File: config.mk
export PLATFORM = sky130hd
export DESIGN_NAME = pwm_action_qual
export DESIGN_NICKNAME = d
export VERILOG_FILES = /design/src/rtl/pwm_aq_pkg.sv /design/src/rtl/pwm_aq_cmp.sv /design/src/rtl/pwm_aq_frc.sv /design/src/rtl/pwm_aq_chan.sv /design/src/rtl/pwm_action_qual.sv
export SDC_FILE = /design/constraint.sdc
export NUM_CORES = 1
export LEC_CHECK = 0
export BUFFER_PORTS_ARGS = -buffer_cell sky130_fd_sc_hd__buf_2
export CELL_PAD_IN_SITES_DETAIL_PLACEMENT = 1
export CELL_PAD_IN_SITES_GLOBAL_PLACEMENT = 1
export CORE_MARGIN = 10
export CORE_UTILIZATION = 48
export CTS_BUF_LIST = sky130_fd_sc_hd__clkbuf_16
export DETAILED_ROUTE_END_ITERATION = 10
export HOLD_SLACK_MARGIN = 0.08
export PLACE_DENSITY_LB_ADDON = 0.1
export SETUP_SLACK_MARGIN = 0.2
export SYNTH_ARGS = -nofsm -noshare
export SYNTH_HDL_FRONTEND = slang
export SYNTH_HIERARCHICAL = 1
export SYNTH_SLANG_ARGS = --single-unit
File: constraint.sdc
create_clock -name clk -period 5.5 [get_ports clk]
set_input_delay 0.55 -clock clk [delete_from_list [all_inputs] [get_ports clk]]
set_output_delay 0.55 -clock clk [all_outputs]
set_load 0.005 [all_outputs]
File: src/rtl/pwm_aq_pkg.sv
package pwm_aq_pkg;

    localparam int NUM_EVT = 6;
    localparam int ACT_W   = 2 * NUM_EVT;

    // Event bit index; a higher index has higher priority
    localparam int EV_ZRO = 0;
    localparam int EV_PRD = 1;
    localparam int EV_CAU = 2;
    localparam int EV_CAD = 3;
    localparam int EV_CBU = 4;
    localparam int EV_CBD = 5;

    typedef enum logic [1:0] {
        ACT_NONE = 2'd0,
        ACT_CLR  = 2'd1,
        ACT_SET  = 2'd2,
        ACT_TGL  = 2'd3
    } act_e;

    typedef enum logic [1:0] {
        LD_ZERO   = 2'd0,
        LD_PRD    = 2'd1,
        LD_EITHER = 2'd2,
        LD_IMM    = 2'd3
    } ld_sel_e;

    localparam logic [1:0] FRC_OFF  = 2'd0;
    localparam logic [1:0] FRC_LOW  = 2'd1;
    localparam logic [1:0] FRC_HIGH = 2'd2;

endpackage

File: src/rtl/pwm_aq_cmp.sv
module pwm_aq_cmp #(
    parameter int CNT_W = 16
) (
    input  logic             clk,
    input  logic             rst_n,
    input  logic             we_i,
    input  logic [CNT_W-1:0] wdata_i,
    input  logic             imm_i,
    input  logic             zero_i,
    output logic [CNT_W-1:0] act_o
);

    typedef struct packed {
        logic [CNT_W-1:0] shadow;
        logic [CNT_W-1:0] active;
    } cmp_st_t;

    cmp_st_t st_d, st_q;

    always_comb begin
        st_d = st_q;
        if (imm_i) begin
            if (we_i) begin
                st_d.active = wdata_i;
                st_d.shadow = wdata_i;
            end
        end else begin
            if (zero_i) st_d.active = st_q.shadow;
            if (we_i)   st_d.shadow = wdata_i;
        end
    end

    always_ff @(posedge clk or negedge rst_n) begin
        if (!rst_n) st_q <= '0;
        else        st_q <= st_d;
    end

    assign act_o = st_q.active;

    assert_imm_write_R6: assert property (@(posedge clk) disable iff (!rst_n)
        (imm_i && we_i) |=> (act_o == $past(wdata_i)));

    assert_shadow_hold_R5: assert property (@(posedge clk) disable iff (!rst_n)
        (!imm_i && !zero_i) |=> $stable(act_o));

endmodule

File: src/rtl/pwm_aq_frc.sv
module pwm_aq_frc
    import pwm_aq_pkg::*;
(
    input  logic       clk,
    input  logic       rst_n,
    input  logic       we_i,
    input  logic [1:0] wdata_i,
    input  logic [1:0] ld_sel_i,
    input  logic       zero_i,
    input  logic       prd_i,
    output logic [1:0] code_o
);

    typedef struct packed {
        logic [1:0] shadow;
        logic [1:0] active;
    } frc_st_t;

    frc_st_t st_d, st_q;
    logic    reload;

    always_comb begin
        st_d = st_q;
        unique case (ld_sel_e'(ld_sel_i))
            LD_ZERO:   reload = zero_i;
            LD_PRD:    reload = prd_i;
            LD_EITHER: reload = zero_i | prd_i;
            default:   reload = 1'b0;
        endcase
        if (ld_sel_e'(ld_sel_i) == LD_IMM) begin
            if (we_i) begin
                st_d.active = wdata_i;
                st_d.shadow = wdata_i;
            end
        end else begin
            if (reload) st_d.active = st_q.shadow;
            if (we_i)   st_d.shadow = wdata_i;
        end
    end

    always_ff @(posedge clk or negedge rst_n) begin
        if (!rst_n) st_q <= '0;
        else        st_q <= st_d;
    end

    assign code_o = st_q.active;

    assert_frc_zero_hold_R8: assert property (@(posedge clk) disable iff (!rst_n)
        (ld_sel_i == LD_ZERO && !zero_i) |=> $stable(code_o));

    assert_frc_imm_load_R8: assert property (@(posedge clk) disable iff (!rst_n)
        (ld_sel_i == LD_IMM && we_i) |=> (code_o == $past(wdata_i)));

endmodule

File: src/rtl/pwm_aq_chan.sv
module pwm_aq_chan
    import pwm_aq_pkg::*;
(
    input  logic               clk,
    input  logic               rst_n,
    input  logic [NUM_EVT-1:0] evt_i,
    input  logic [ACT_W-1:0]   tbl_i,
    input  logic [1:0]         frc_i,
    output logic               lvl_o
);

    typedef struct packed {
        logic lvl;
    } chan_st_t;

    chan_st_t st_d, st_q;
    act_e     pick;
    logic     live;

    always_comb begin
        st_d = st_q;
        pick = ACT_NONE;
        live = 1'b0;
        for (int k = 0; k < NUM_EVT; k++) begin
            if (evt_i[k] && (act_e'(tbl_i[2*k +: 2]) != ACT_NONE)) begin
                pick = act_e'(tbl_i[2*k +: 2]);
                live = 1'b1;
            end
        end
        unique case (pick)
            ACT_CLR: st_d.lvl = 1'b0;
            ACT_SET: st_d.lvl = 1'b1;
            ACT_TGL: st_d.lvl = ~st_q.lvl;
            default: st_d.lvl = st_q.lvl;
        endcase
        if (frc_i == FRC_LOW)  st_d.lvl = 1'b0;
        if (frc_i == FRC_HIGH) st_d.lvl = 1'b1;
    end

    always_ff @(posedge clk or negedge rst_n) begin
        if (!rst_n) st_q <= '0;
        else        st_q <= st_d;
    end

    assign lvl_o = st_q.lvl;

    assert_force_high_R7: assert property (@(posedge clk) disable iff (!rst_n)
        (frc_i == FRC_HIGH) |=> lvl_o);

    assert_force_low_R7: assert property (@(posedge clk) disable iff (!rst_n)
        (frc_i == FRC_LOW) |=> !lvl_o);

    assert_idle_hold_R12: assert property (@(posedge clk) disable iff (!rst_n)
        (!live && frc_i != FRC_LOW && frc_i != FRC_HIGH) |=> $stable(lvl_o));

endmodule

File: src/rtl/pwm_action_qual.sv
module pwm_action_qual
    import pwm_aq_pkg::*;
#(
    parameter int CNT_W = 16
) (
    input  logic             clk,
    input  logic             rst_n,
    input  logic [CNT_W-1:0] cnt_i,
    input  logic             cnt_up_i,
    input  logic             zero_i,
    input  logic             prd_i,
    input  logic             cmpa_we_i,
    input  logic [CNT_W-1:0] cmpa_wdata_i,
    input  logic             cmpa_imm_i,
    input  logic             cmpb_we_i,
    input  logic [CNT_W-1:0] cmpb_wdata_i,
    input  logic             cmpb_imm_i,
    input  logic [11:0]      act_a_i,
    input  logic [11:0]      act_b_i,
    input  logic [1:0]       frc_ld_sel_i,
    input  logic             frc_a_we_i,
    input  logic [1:0]       frc_a_wdata_i,
    input  logic             frc_b_we_i,
    input  logic [1:0]       frc_b_wdata_i,
    input  logic             inv_b_i,
    input  logic             swap_i,
    output logic             pwm_a_o,
    output logic             pwm_b_o
);

    localparam int NUM_OUT = 2;
    localparam int NUM_CMP = 2;

    logic [NUM_CMP-1:0]            cmp_we;
    logic [NUM_CMP-1:0]            cmp_imm;
    logic [NUM_CMP-1:0][CNT_W-1:0] cmp_wdata;
    logic [NUM_CMP-1:0][CNT_W-1:0] cmp_act;
    logic [NUM_CMP-1:0]            cmp_hit;

    logic [NUM_OUT-1:0][ACT_W-1:0] tbl;
    logic [NUM_OUT-1:0]            frc_we;
    logic [NUM_OUT-1:0][1:0]       frc_wdata;
    logic [NUM_OUT-1:0][1:0]       frc_code;
    logic [NUM_OUT-1:0]            lvl;
    logic [NUM_EVT-1:0]            evt;
    logic                          b_sel;

    assign cmp_we    = {cmpb_we_i, cmpa_we_i};
    assign cmp_imm   = {cmpb_imm_i, cmpa_imm_i};
    assign cmp_wdata = {cmpb_wdata_i, cmpa_wdata_i};
    assign tbl       = {act_b_i, act_a_i};
    assign frc_we    = {frc_b_we_i, frc_a_we_i};
    assign frc_wdata = {frc_b_wdata_i, frc_a_wdata_i};

    for (genvar c = 0; c < NUM_CMP; c++) begin : g_cmp
        pwm_aq_cmp #(.CNT_W(CNT_W)) cmp_i (
            .clk     (clk),
            .rst_n   (rst_n),
            .we_i    (cmp_we[c]),
            .wdata_i (cmp_wdata[c]),
            .imm_i   (cmp_imm[c]),
            .zero_i  (zero_i),
            .act_o   (cmp_act[c])
        );
        assign cmp_hit[c] = (cnt_i == cmp_act[c]);
    end

    always_comb begin
        evt         = '0;
        evt[EV_ZRO] = zero_i;
        evt[EV_PRD] = prd_i;
        evt[EV_CAU] = cmp_hit[0] &  cnt_up_i;
        evt[EV_CAD] = cmp_hit[0] & ~cnt_up_i;
        evt[EV_CBU] = cmp_hit[1] &  cnt_up_i;
        evt[EV_CBD] = cmp_hit[1] & ~cnt_up_i;
    end

    for (genvar o = 0; o < NUM_OUT; o++) begin : g_out
        pwm_aq_frc frc_i (
            .clk      (clk),
            .rst_n    (rst_n),
            .we_i     (frc_we[o]),
            .wdata_i  (frc_wdata[o]),
            .ld_sel_i (frc_ld_sel_i),
            .zero_i   (zero_i),
            .prd_i    (prd_i),
            .code_o   (frc_code[o])
        );
        pwm_aq_chan chan_i (
            .clk   (clk),
            .rst_n (rst_n),
            .evt_i (evt),
            .tbl_i (tbl[o]),
            .frc_i (frc_code[o]),
            .lvl_o (lvl[o])
        );
    end

    always_comb begin
        b_sel   = inv_b_i ? ~lvl[0] : lvl[1];
        pwm_a_o = swap_i ? b_sel  : lvl[0];
        pwm_b_o = swap_i ? lvl[0] : b_sel;
    end

    assert_inverse_pin_R9: assert property (@(posedge clk) disable iff (!rst_n)
        (inv_b_i && !swap_i) |-> (pwm_b_o != pwm_a_o));

    assert_swap_pins_R10: assert property (@(posedge clk) disable iff (!rst_n)
        (swap_i && !inv_b_i) |-> (pwm_a_o == lvl[1] && pwm_b_o == lvl[0]));

endmodule

# [Word level (Yosys, flattened, before mapping)]
# Cells that the tools add are included.
[classes] eq_ne=19 mux=38 bitwise=8 n_reduce_logical=34
[ops] cell="$mux 32" count=4
[ops] cell="$mux 16" count=4
[ops] cell="$eq 16x16->1" count=2
[ops] cell="$mux 2" count=16
[ops] cell="$reduce_bool 2->1" count=15
[ops] cell="$eq 2x2->1 const B" count=8
[ops] cell="$mux 4" count=4
[ops] cell="$logic_and 1x1->1" count=12
[ops] cell="$eq 2x1->1 const B" count=5
[ops] cell="$reduce_bool 5->1" count=2
[ops] cell="$pmux 1 s3" count=3
[ops] cell="$ne 2x2->1 const B" count=4
[ops] cell="$reduce_and 2->1" count=4
[ops] cell="$mux 1" count=7
[ops] cell="$and 1x1->1" count=4
[ops] cell="$not 1->1" count=3
[ops] cell="$logic_not 2->1" count=1
[ops] cell="$or 1x1->1" count=1
[totals] register_bits=74

# [Logic depth before layout (Yosys ltp)]
# Gate-level depths: netlist of run 1.
[logic_depth] word_depth=12 mapped_depth=10 depth_no_buf=9

# [Modules after synthesis]
# The synthesis of run 1 kept the hierarchy.
[modules_own_cells] mod="pwm_aq_cmp" n_inst=2 cells_per_inst=120 area_per_inst_um2=1746.7 seq_area_each_um2=800.8
[modules_own_cells] mod="pwm_aq_frc" n_inst=2 cells_per_inst=16 area_per_inst_um2=230.2 seq_area_each_um2=100.1
[modules_own_cells] mod="pwm_action_qual" n_inst=1 cells_per_inst=53 area_per_inst_um2=407.9 seq_area_each_um2=0.0
[modules_own_cells] mod="pwm_aq_chan (g_out[1].chan_i)" n_inst=1 cells_per_inst=34 area_per_inst_um2=285.3 seq_area_each_um2=25.0
[modules_own_cells] mod="pwm_aq_chan (g_out[0].chan_i)" n_inst=1 cells_per_inst=31 area_per_inst_um2=187.7 seq_area_each_um2=25.0

# [Worst setup path before layout of run 1]
# OpenSTA, ideal clock, no wires.
[synth_path] path_kind="input port to flip-flop" startpoint="input cnt_i[14]" endpoint="register g_out[1].chan_i.st_q" setup_ns=0.079 arrival_time_ns=2.315 required_time_ns=5.421 path_slack_ns=3.106 stages=9 n_path_buf=0 path_cell_list="xnor2_1 -> nand4_1 -> nor4_1 -> nor2b_1 -> o21a_4 -> nor4_1 -> a221oi_1 -> a2bb2oi_2 -> a2bb2oi_1"
[synth_between] word_cells_on_any_way=21 classes_between="eq/ne (5); mux (7); bitwise (4); reduce/logical (5)"
[synth_lines] item="from (decl)" line_no="pwm_action_qual.sv:8" source="input logic [CNT_W-1:0] cnt_i,"
[synth_lines] item="$eq 16x16->1 (*)" line_no="pwm_action_qual.sv:65" source="assign cmp_hit[c] = (cnt_i == cmp_act[c]);"
[synth_lines] item="$and 1x1->1 (*)" line_no="pwm_action_qual.sv:75" source="evt[EV_CBD] = cmp_hit[1] & ~cnt_up_i;"
[synth_lines] item="named net evt[5]" line_no="pwm_action_qual.sv:45" source="logic [NUM_EVT-1:0] evt;"
[synth_lines] item="$logic_and 1x1->1 (*)" line_no="pwm_aq_chan.sv:25" source="if (evt_i[k] && (act_e'(tbl_i[2*k +: 2]) != ACT_NONE)) begin"
[synth_lines] item="$mux 2 (*)" line_no="pwm_aq_chan.sv:25"
[synth_lines] item="$eq 2x2->1 / $eq 2x1->1 (equally long branches)" line_no="pwm_aq_chan.sv:30" source="unique case (pick)"
[synth_lines] item="$pmux 1 s3" line_no="pwm_aq_chan.sv:30"
[synth_lines] item="$mux 1" line_no="pwm_aq_chan.sv:36" source="if (frc_i == FRC_LOW) st_d.lvl = 1'b0;"
[synth_lines] item="$mux 1" line_no="pwm_aq_chan.sv:37" source="if (frc_i == FRC_HIGH) st_d.lvl = 1'b1;"
[synth_lines] item="to (signal assigned)" line_no="pwm_aq_chan.sv:42" source="else st_q <= st_d;"
[synth_lines] item="to (decl)" line_no="pwm_aq_chan.sv:16" source="chan_st_t st_d, st_q;"
# Mark *: on every way through the listed nets, which the timed path passes. The rest lies on a longest branch.
# A chain may end at the register's enable or synchronous reset.

# [Worst setup path in the final report of run 1]
[layout_path] startpoint="register g_cmp[0].cmp_i.st_q (netlist bit g_cmp[0].cmp_i/act_o[15])" endpoint="register g_out[1].chan_i.st_q"
[layout_between] word_cells_on_any_way=16 classes_between="eq/ne (4); mux (7); bitwise (2); reduce/logical (3)"
[layout_lines] item="from (decl)" line_no="pwm_aq_cmp.sv:18" source="cmp_st_t st_d, st_q;"
[layout_lines] item="from (signal assigned)" line_no="pwm_aq_cmp.sv:35" source="else st_q <= st_d;"
[layout_lines] item="$eq 16x16->1 (*)" line_no="pwm_action_qual.sv:65"
[layout_lines] item="$and 1x1->1 (*)" line_no="pwm_action_qual.sv:73" source="evt[EV_CAD] = cmp_hit[0] & ~cnt_up_i;"
[layout_lines] item="named net evt[3]" line_no="pwm_action_qual.sv:45"
[layout_lines] item="$logic_and 1x1->1 (*)" line_no="pwm_aq_chan.sv:25"
[layout_lines] item="$mux 2 (*) (3 in series)" line_no="pwm_aq_chan.sv:25"
[layout_lines] item="$eq 2x2->1 / $eq 2x1->1 (equally long branches)" line_no="pwm_aq_chan.sv:30"
[layout_lines] item="$pmux 1 s3" line_no="pwm_aq_chan.sv:30"
[layout_lines] item="$mux 1" line_no="pwm_aq_chan.sv:36"
[layout_lines] item="$mux 1" line_no="pwm_aq_chan.sv:37"
# Marked as above.

==> results of run 1 <==
-- stage by stage --
stage          setup WS (ps)  hold slack, ps  power (mW)  instances  utilization [%]
2_1_floorplan           3110             254        1.00        390                -
3_3_place_gp            2680             470        1.04        564             50.9
3_5_place_dp            2520             481        1.05        564             50.9
4_1_cts                 2760             401        1.69        579             54.1
5_1_grt                 2470             427        1.76        579             54.1
6_report                2810             356        1.66        580             54.1
-- final timing paths --
kind	start	endpoint	slack (ps)
min in group clk	frc_a_wdata_i[0]	g_out[0].frc_i/st_q[2]	450
hold reg to reg	g_out[0].frc_i/st_q[2]	g_out[0].frc_i/st_q[2]	490
max in group asynchronous	rst_n	g_cmp[1].cmp_i/act_o[11]	4510
setup reg to reg	g_cmp[0].cmp_i/act_o[15]	g_out[1].chan_i/lvl_o	2810
setup / recovery	g_cmp[0].cmp_i/act_o[15]	g_out[1].chan_i/lvl_o	2810
hold / removal	rst_n	g_out[1].frc_i/st_q[2]	360
-- kinds of logic after synthesis --
family	after synthesis
muxes	143
DFF	74
buffers and inverters	57
and+or+nand+nor	42
AOI/OAI and AO/OA	39
xor gates and xnor gates	32
adders and majority gates	3
-- layer usage --
metal | global-route usage [%] | share of wire [%]
met1 | 20.1 | 45
met2 | 27.5 | 48
met3 | 5.03 | 5.9
met4 | 5.96 | 1.7
met5 | 0 | 0
-- sequential cells by signal, summed over array words and instances (netlist names) --
register            count
g_out.frc_i/st_q        4
g_cmp.cmp_i/st_q       32
g_out.frc_i/code_o      4
g_out.chan_i/lvl_o      2
g_cmp.cmp_i/act_o      32
-- worst max-delay path, delay by kind of cell (launching register included) --
kind / cells / cell delay [ps]
xor gates and xnor gates: 1 / 190
AOI/OAI and AO/OA: 4 / 1010
and+or+nand+nor: 4 / 990
DFF: 1 / 430
-- where the power goes --
group / switching (mW) / internal, mW / total (mW)
Clock: 0.230 / 0.392 / 0.622
Sequential: 0.0769 / 0.624 / 0.701
Combinational: 0.148 / 0.193 / 0.341
-- cell type report --
cell class / count / area share [%]
multi-input cells: 259 / 46.7
clock inverters: 6 / 1.56
well taps: 133 / 3.15
clock buffers: 9 / 4.26
flip-flops and latches: 74 / 35.0
diodes: 1 / 0.0473
repair buffers: 93 / 8.90
inverters: 5 / 0.355
-- cell usage in the layout (no fill, tap or decap), types with 2 or more instances in the layout --
master and n:
mux2i_1 98, buf_2 91, dfrtp_1 74, mux2_4 36, xnor2_1 32, nand2_1 14
o21ai_0 11, clkbuf_16 9, nand4_1 8, mux2_2 7, inv_1 5, and2_1 5
a211oi_1 5, a21oi_1 4, nor2b_1 3, nor4_1 3, o21a_1 3, nor2_1 2
o31ai_1 2, bufinv_16 2, clkinv_2 2, mux2_1 2, nand2_2 2, a21oi_2 2
and3b_1 2, ha_1 2, buf_4 2
==> results.yml, run 1 <==
die:
  initial_core_util_pct: 49.5
  die_h_um: 120
  fp.dieArea_um2: 14500
  io_pins: 93
  core_area_um2: 9770
  rows: 36
  fp.dieW_um: 120
placed_design:
  dpl_cell_area_um2: 4980
  finalWeightedCongestion: 0.867
  io_buffers: 92
  dp_hpwl_mm: 8.59
global_routing:
  grt_max_degree: 75
  antenna_found_initial: 2
  grt_pass1_vias: 3679
  grt_pass1_wl_mm: 19.3
  grt-ovfl-total: 0
  grt_use_total_pct: 16.6
cts:
  clock-root-buffer: "clkbuf_16"
  cts_setup_buffers: 0
  clock_path_buffers: 2
  clk_latency_ps: 340
  cts_buffers: 9
  cts_tree: "done"
  cts_sinks: 74
  post_cts_resize_count: 0
  ctsHoldBuffers: 0
  cts.clk_slew.worst_paths_ps: 60
  htreeDepth: 3
final_layout:
  fillers: 1052
  syn2layout_area_growth_pct: 9.34
  fin_nets: 535
  seq_area_um2: 1850
  final_layout_size_suffix_gt1_share_pct: 35.4
  multiInputGateArea_um2: 2470
  final_area_um2: 5290
routing:
  drt_iter0_markers: 109
  vias_per_cell: 5.44
  num_vias: 3157
  wl_per_cell_um: 20.2
  finalWirelength_mm: 11.7
  detail_route.first_pass.iterations: 6
  drcViolationCount: 0
  ant_nets: 0
critical_path:
  max_stage_delay_ps: 430
  slowest_stage: "dfrtp_1"
  reg2regPathDepth: 9
  critPathRequiredTime_ps: 5760
  crit_fanout: 6
  critPathArrivalTime_ps: 2950
  critical_path.most_common_cell: "nor4_1"
  crit_chain: "xnor2_1, nand4_1, nor4_1, nor2b_1, o21a_1, nor4_1, a221oi_1, a2bb2oi_2, a2bb2oi_1"
  startpoint_type: "flip-flop"
  end_kind: "flip-flop"
  critPathKind: "flip-flop to flip-flop"
logic_synthesis:
  synth_top_area_cell: "dfrtp_1"
  yosysUniqueCellTypes: 42
  synth_adder_area_share_pct: 0.725
  yosys.area.top_type_share_pct: 38.3
  synth_area_leaders: "dfrtp_1 38%, mux2i_1 20%, mux2_4 11%, buf_4 6.2%, xnor2_1 5.8%"
  avgSynthCellArea_um2: 12.4
  synth-xor-area-share_pct: 5.80
  netlist_instances: 390
  ys_seq_elements: 74
  synthArstFlopShare_pct: 100
  yosysWarnings: 6
  netlist_area_um2: 4830
  synthSimpleGateAreaFrac_pct: 4.74
  synth_edf_count: 0
  synth_ff_type: "dfrtp_1"
  yosysMostFrequentCell: "mux2i_1"
  syn_nets: 483
  synthMuxAreaShare_pct: 33.6
  synth_common_cells: "98 x mux2i_1, 74 x dfrtp_1, 40 x buf_4"
  synth_top_family_by_area: "multiplexers"
  synth_compound_area_share_pct: 6.24
  yosysSeqAreaShare_pct: 38.3
job:
  drv_cap: 0
timing:
  fmax_mhz: 371
  fin_skew_ps: 3.96
  slew_violations: 0
  hold_viol: 0
  worstMarginPinSlew_ps: 970
  rsz0062_at_grt: "no"
  setup-tns-final_ps: 0
  setup_violations: 0
  period_share_pct: 49.0
  layout_min_cycle_time_ps: 2690
  relSlewSlack_pct: 35.3
min_path:
  hp-class: "input port to asynchronous set/reset pin"
pwr:
  cellLeakagePower_nw: 2.55
  peakVddDrop_mv: 0.132
  power.density_nw_per_um2: 315
run_status:
  status: "completed"
Power figures use the tool's default switching activity.
==> run 2, diff against run 1 <==
CORE_UTILIZATION = 41   (was 48)
clock period = 2.4 ns   (was 5.5 ns; I/O delays follow)
==> results.yml, run 2 (same netlist as run 1, synthesis figures left out) <==
min_path:
  hp-class: "input port to flip-flop"
final_layout:
  final_common_cell: "mux2i_1"
  multiInputGateArea_um2: 2550
  seq_area_um2: 1850
  diodes: 0
  fin_nets: 566
  fillers: 1226
  syn2layout_area_growth_pct: 15.3
  final_util_pct: 48.6
  final_layout_size_suffix_gt1_share_pct: 41.8
  final_cell_mix: "98 x mux2i_1, 91 x buf_2, 74 x dfrtp_1"
die:
  io_pins: 93
  rows: 39
  initial_core_util_pct: 42.2
  fp.dieArea_um2: 16500
  core_area_um2: 11500
  die_h_um: 129
  fp.dieW_um: 129
routing:
  finalWirelength_mm: 12.1
  detail_route.first_pass.iterations: 4
  num_vias: 3271
  ant_nets: 0
  drt_iter0_markers: 139
  drcViolationCount: 0
  wl_per_cell_um: 19.4
  vias_per_cell: 5.27
cts:
  htreeDepth: 3
  clock-root-buffer: "clkbuf_16"
  cts_tree: "done"
  clock_path_buffers: 2
  clk_latency_ps: 330
  cts.clk_slew.worst_paths_ps: 60
  cts_sinks: 74
  cts_buffers: 9
placed_design:
  pre_cts_ws_ps: -143
  io_buffers: 92
  dp_hpwl_mm: 9.22
  finalWeightedCongestion: 0.777
pwr:
  peakVddDrop_mv: 0.323
  power.density_nw_per_um2: 659
  cellLeakagePower_nw: 2.71
critical_path:
  crit_chain: "xnor2_1, nand4_1, nor4_2, buf_4, nor2b_4, buf_4, nand3b_1, a211oi_2, a211oi_1, buf_4, a21oi_1, a2bb2oi_2"
  max_stage_delay_ps: 410
  critPathTopFamily: "simple AND/OR/NAND/NOR gates"
  startpoint_type: "flip-flop"
  critPathKind: "flip-flop to flip-flop"
  crit_fanout: 4
  critPathArrivalTime_ps: 2640
  critPathRequiredTime_ps: 2620
  path_buf_inv: 3
  end_kind: "flip-flop"
  slowest_stage: "dfrtp_1"
  critical_path.most_common_cell: "buf_4"
timing:
  hold_viol: 0
  setup-tns-final_ps: -17.0
  slew_violations: 0
  fin_skew_ps: 4.84
  fmax_mhz: 414
  rsz0062_at_grt: "yes"
  worst_slack_ps: -17.0
  worstMarginPinSlew_ps: 722
  layout_min_cycle_time_ps: 2420
  relSlewSlack_pct: 51.9
  period_share_pct: 101
  setup_violations: 1
  hold_ws_ps: 137
global_routing:
  grt_pass1_vias: 3572
  grt_max_degree: 41
  grt_pass1_wl_mm: 19.0
  grt-ovfl-total: 0
  antenna_found_initial: 0
  grt_use_total_pct: 14.6
run_status:
  violations: "setup timing"
  status: "finished, violations left"
job:
  drv_cap: 0
[run 2: metrics by stage]
stage | std cells | power (mW) | area [um2]
after global routing | 621 | 3.89 | 5580
after detailed placement | 598 | 2.47 | 5190
final | 621 | 3.68 | 5580
after global placement | 598 | 2.43 | 5190
after CTS | 621 | 3.70 | 5540
after floorplan | 390 | 2.30 | 4840
[run 2: routing by layer]
metal | vias up | GRT usage (%) | share of wire [%]
met5 | - | 0 | 0
met4 | 0 | 6.02 | 1.5
met3 | 10 | 3.61 | 5.3
met2 | 76 | 24.2 | 48
met1 | 1646 | 17.9 | 45
li1 | 1539 | - | -
[run 2: timing repair]
item,4_1_cts,5_1_grt
buffers inserted,6,0
gates resized for setup,7,9
endpoints found under the setup margin,2,2
hold endpoints to repair,34,0
hold buffers,1,0
pin swaps,12,6
[run 2: path summary, 6_finish.rpt]
check	startpoint	end	slack [ps]	depth (start not counted)
min	frc_b_wdata_i[0]	g_out[1].frc_i/st_q[2]	140	2
max reg2reg	g_cmp[0].cmp_i/act_o[7]	g_out[1].chan_i/lvl_o	-20	12
max in group asynchronous	rst_n	g_cmp[1].cmp_i/st_q[22]	1370	3
min in group asynchronous	rst_n	g_cmp[0].cmp_i/st_q[31]	410	2
min reg2reg	g_out[0].frc_i/st_q[2]	g_out[0].frc_i/st_q[2]	500	1
max	g_cmp[0].cmp_i/act_o[7]	g_out[1].chan_i/lvl_o	-20	12
[run 2: layout make-up]
type,instances,area share [%]
timing repair buffer,124,12.9
clock buffer,9,4.04
sequential,74,33.2
clock inverter,7,0.516
tap,143,3.21
inverter,5,0.337
multi-input combinational,259,45.8
[run 2: worst reg2reg max path, delay by kind of cell, from the launching register on]
family                 cells  cell delay (ps)
buffers and inverters      3              430
XOR/XNOR                   1              190
AND/OR/NAND/NOR            4              740
flip-flops                 1              410
AO/OA/AOI/OAI              4              540
[run 2: power by group]
| group | internal, mW | leakage, nW | switching, mW | total [mW] |
|---|---|---|---|---|
| clock network | 0.677 | 0.134 | 0.506 | 1.18 |
| logic | 0.520 | 1.71 | 0.376 | 0.896 |
| registers | 1.43 | 0.866 | 0.165 | 1.60 |
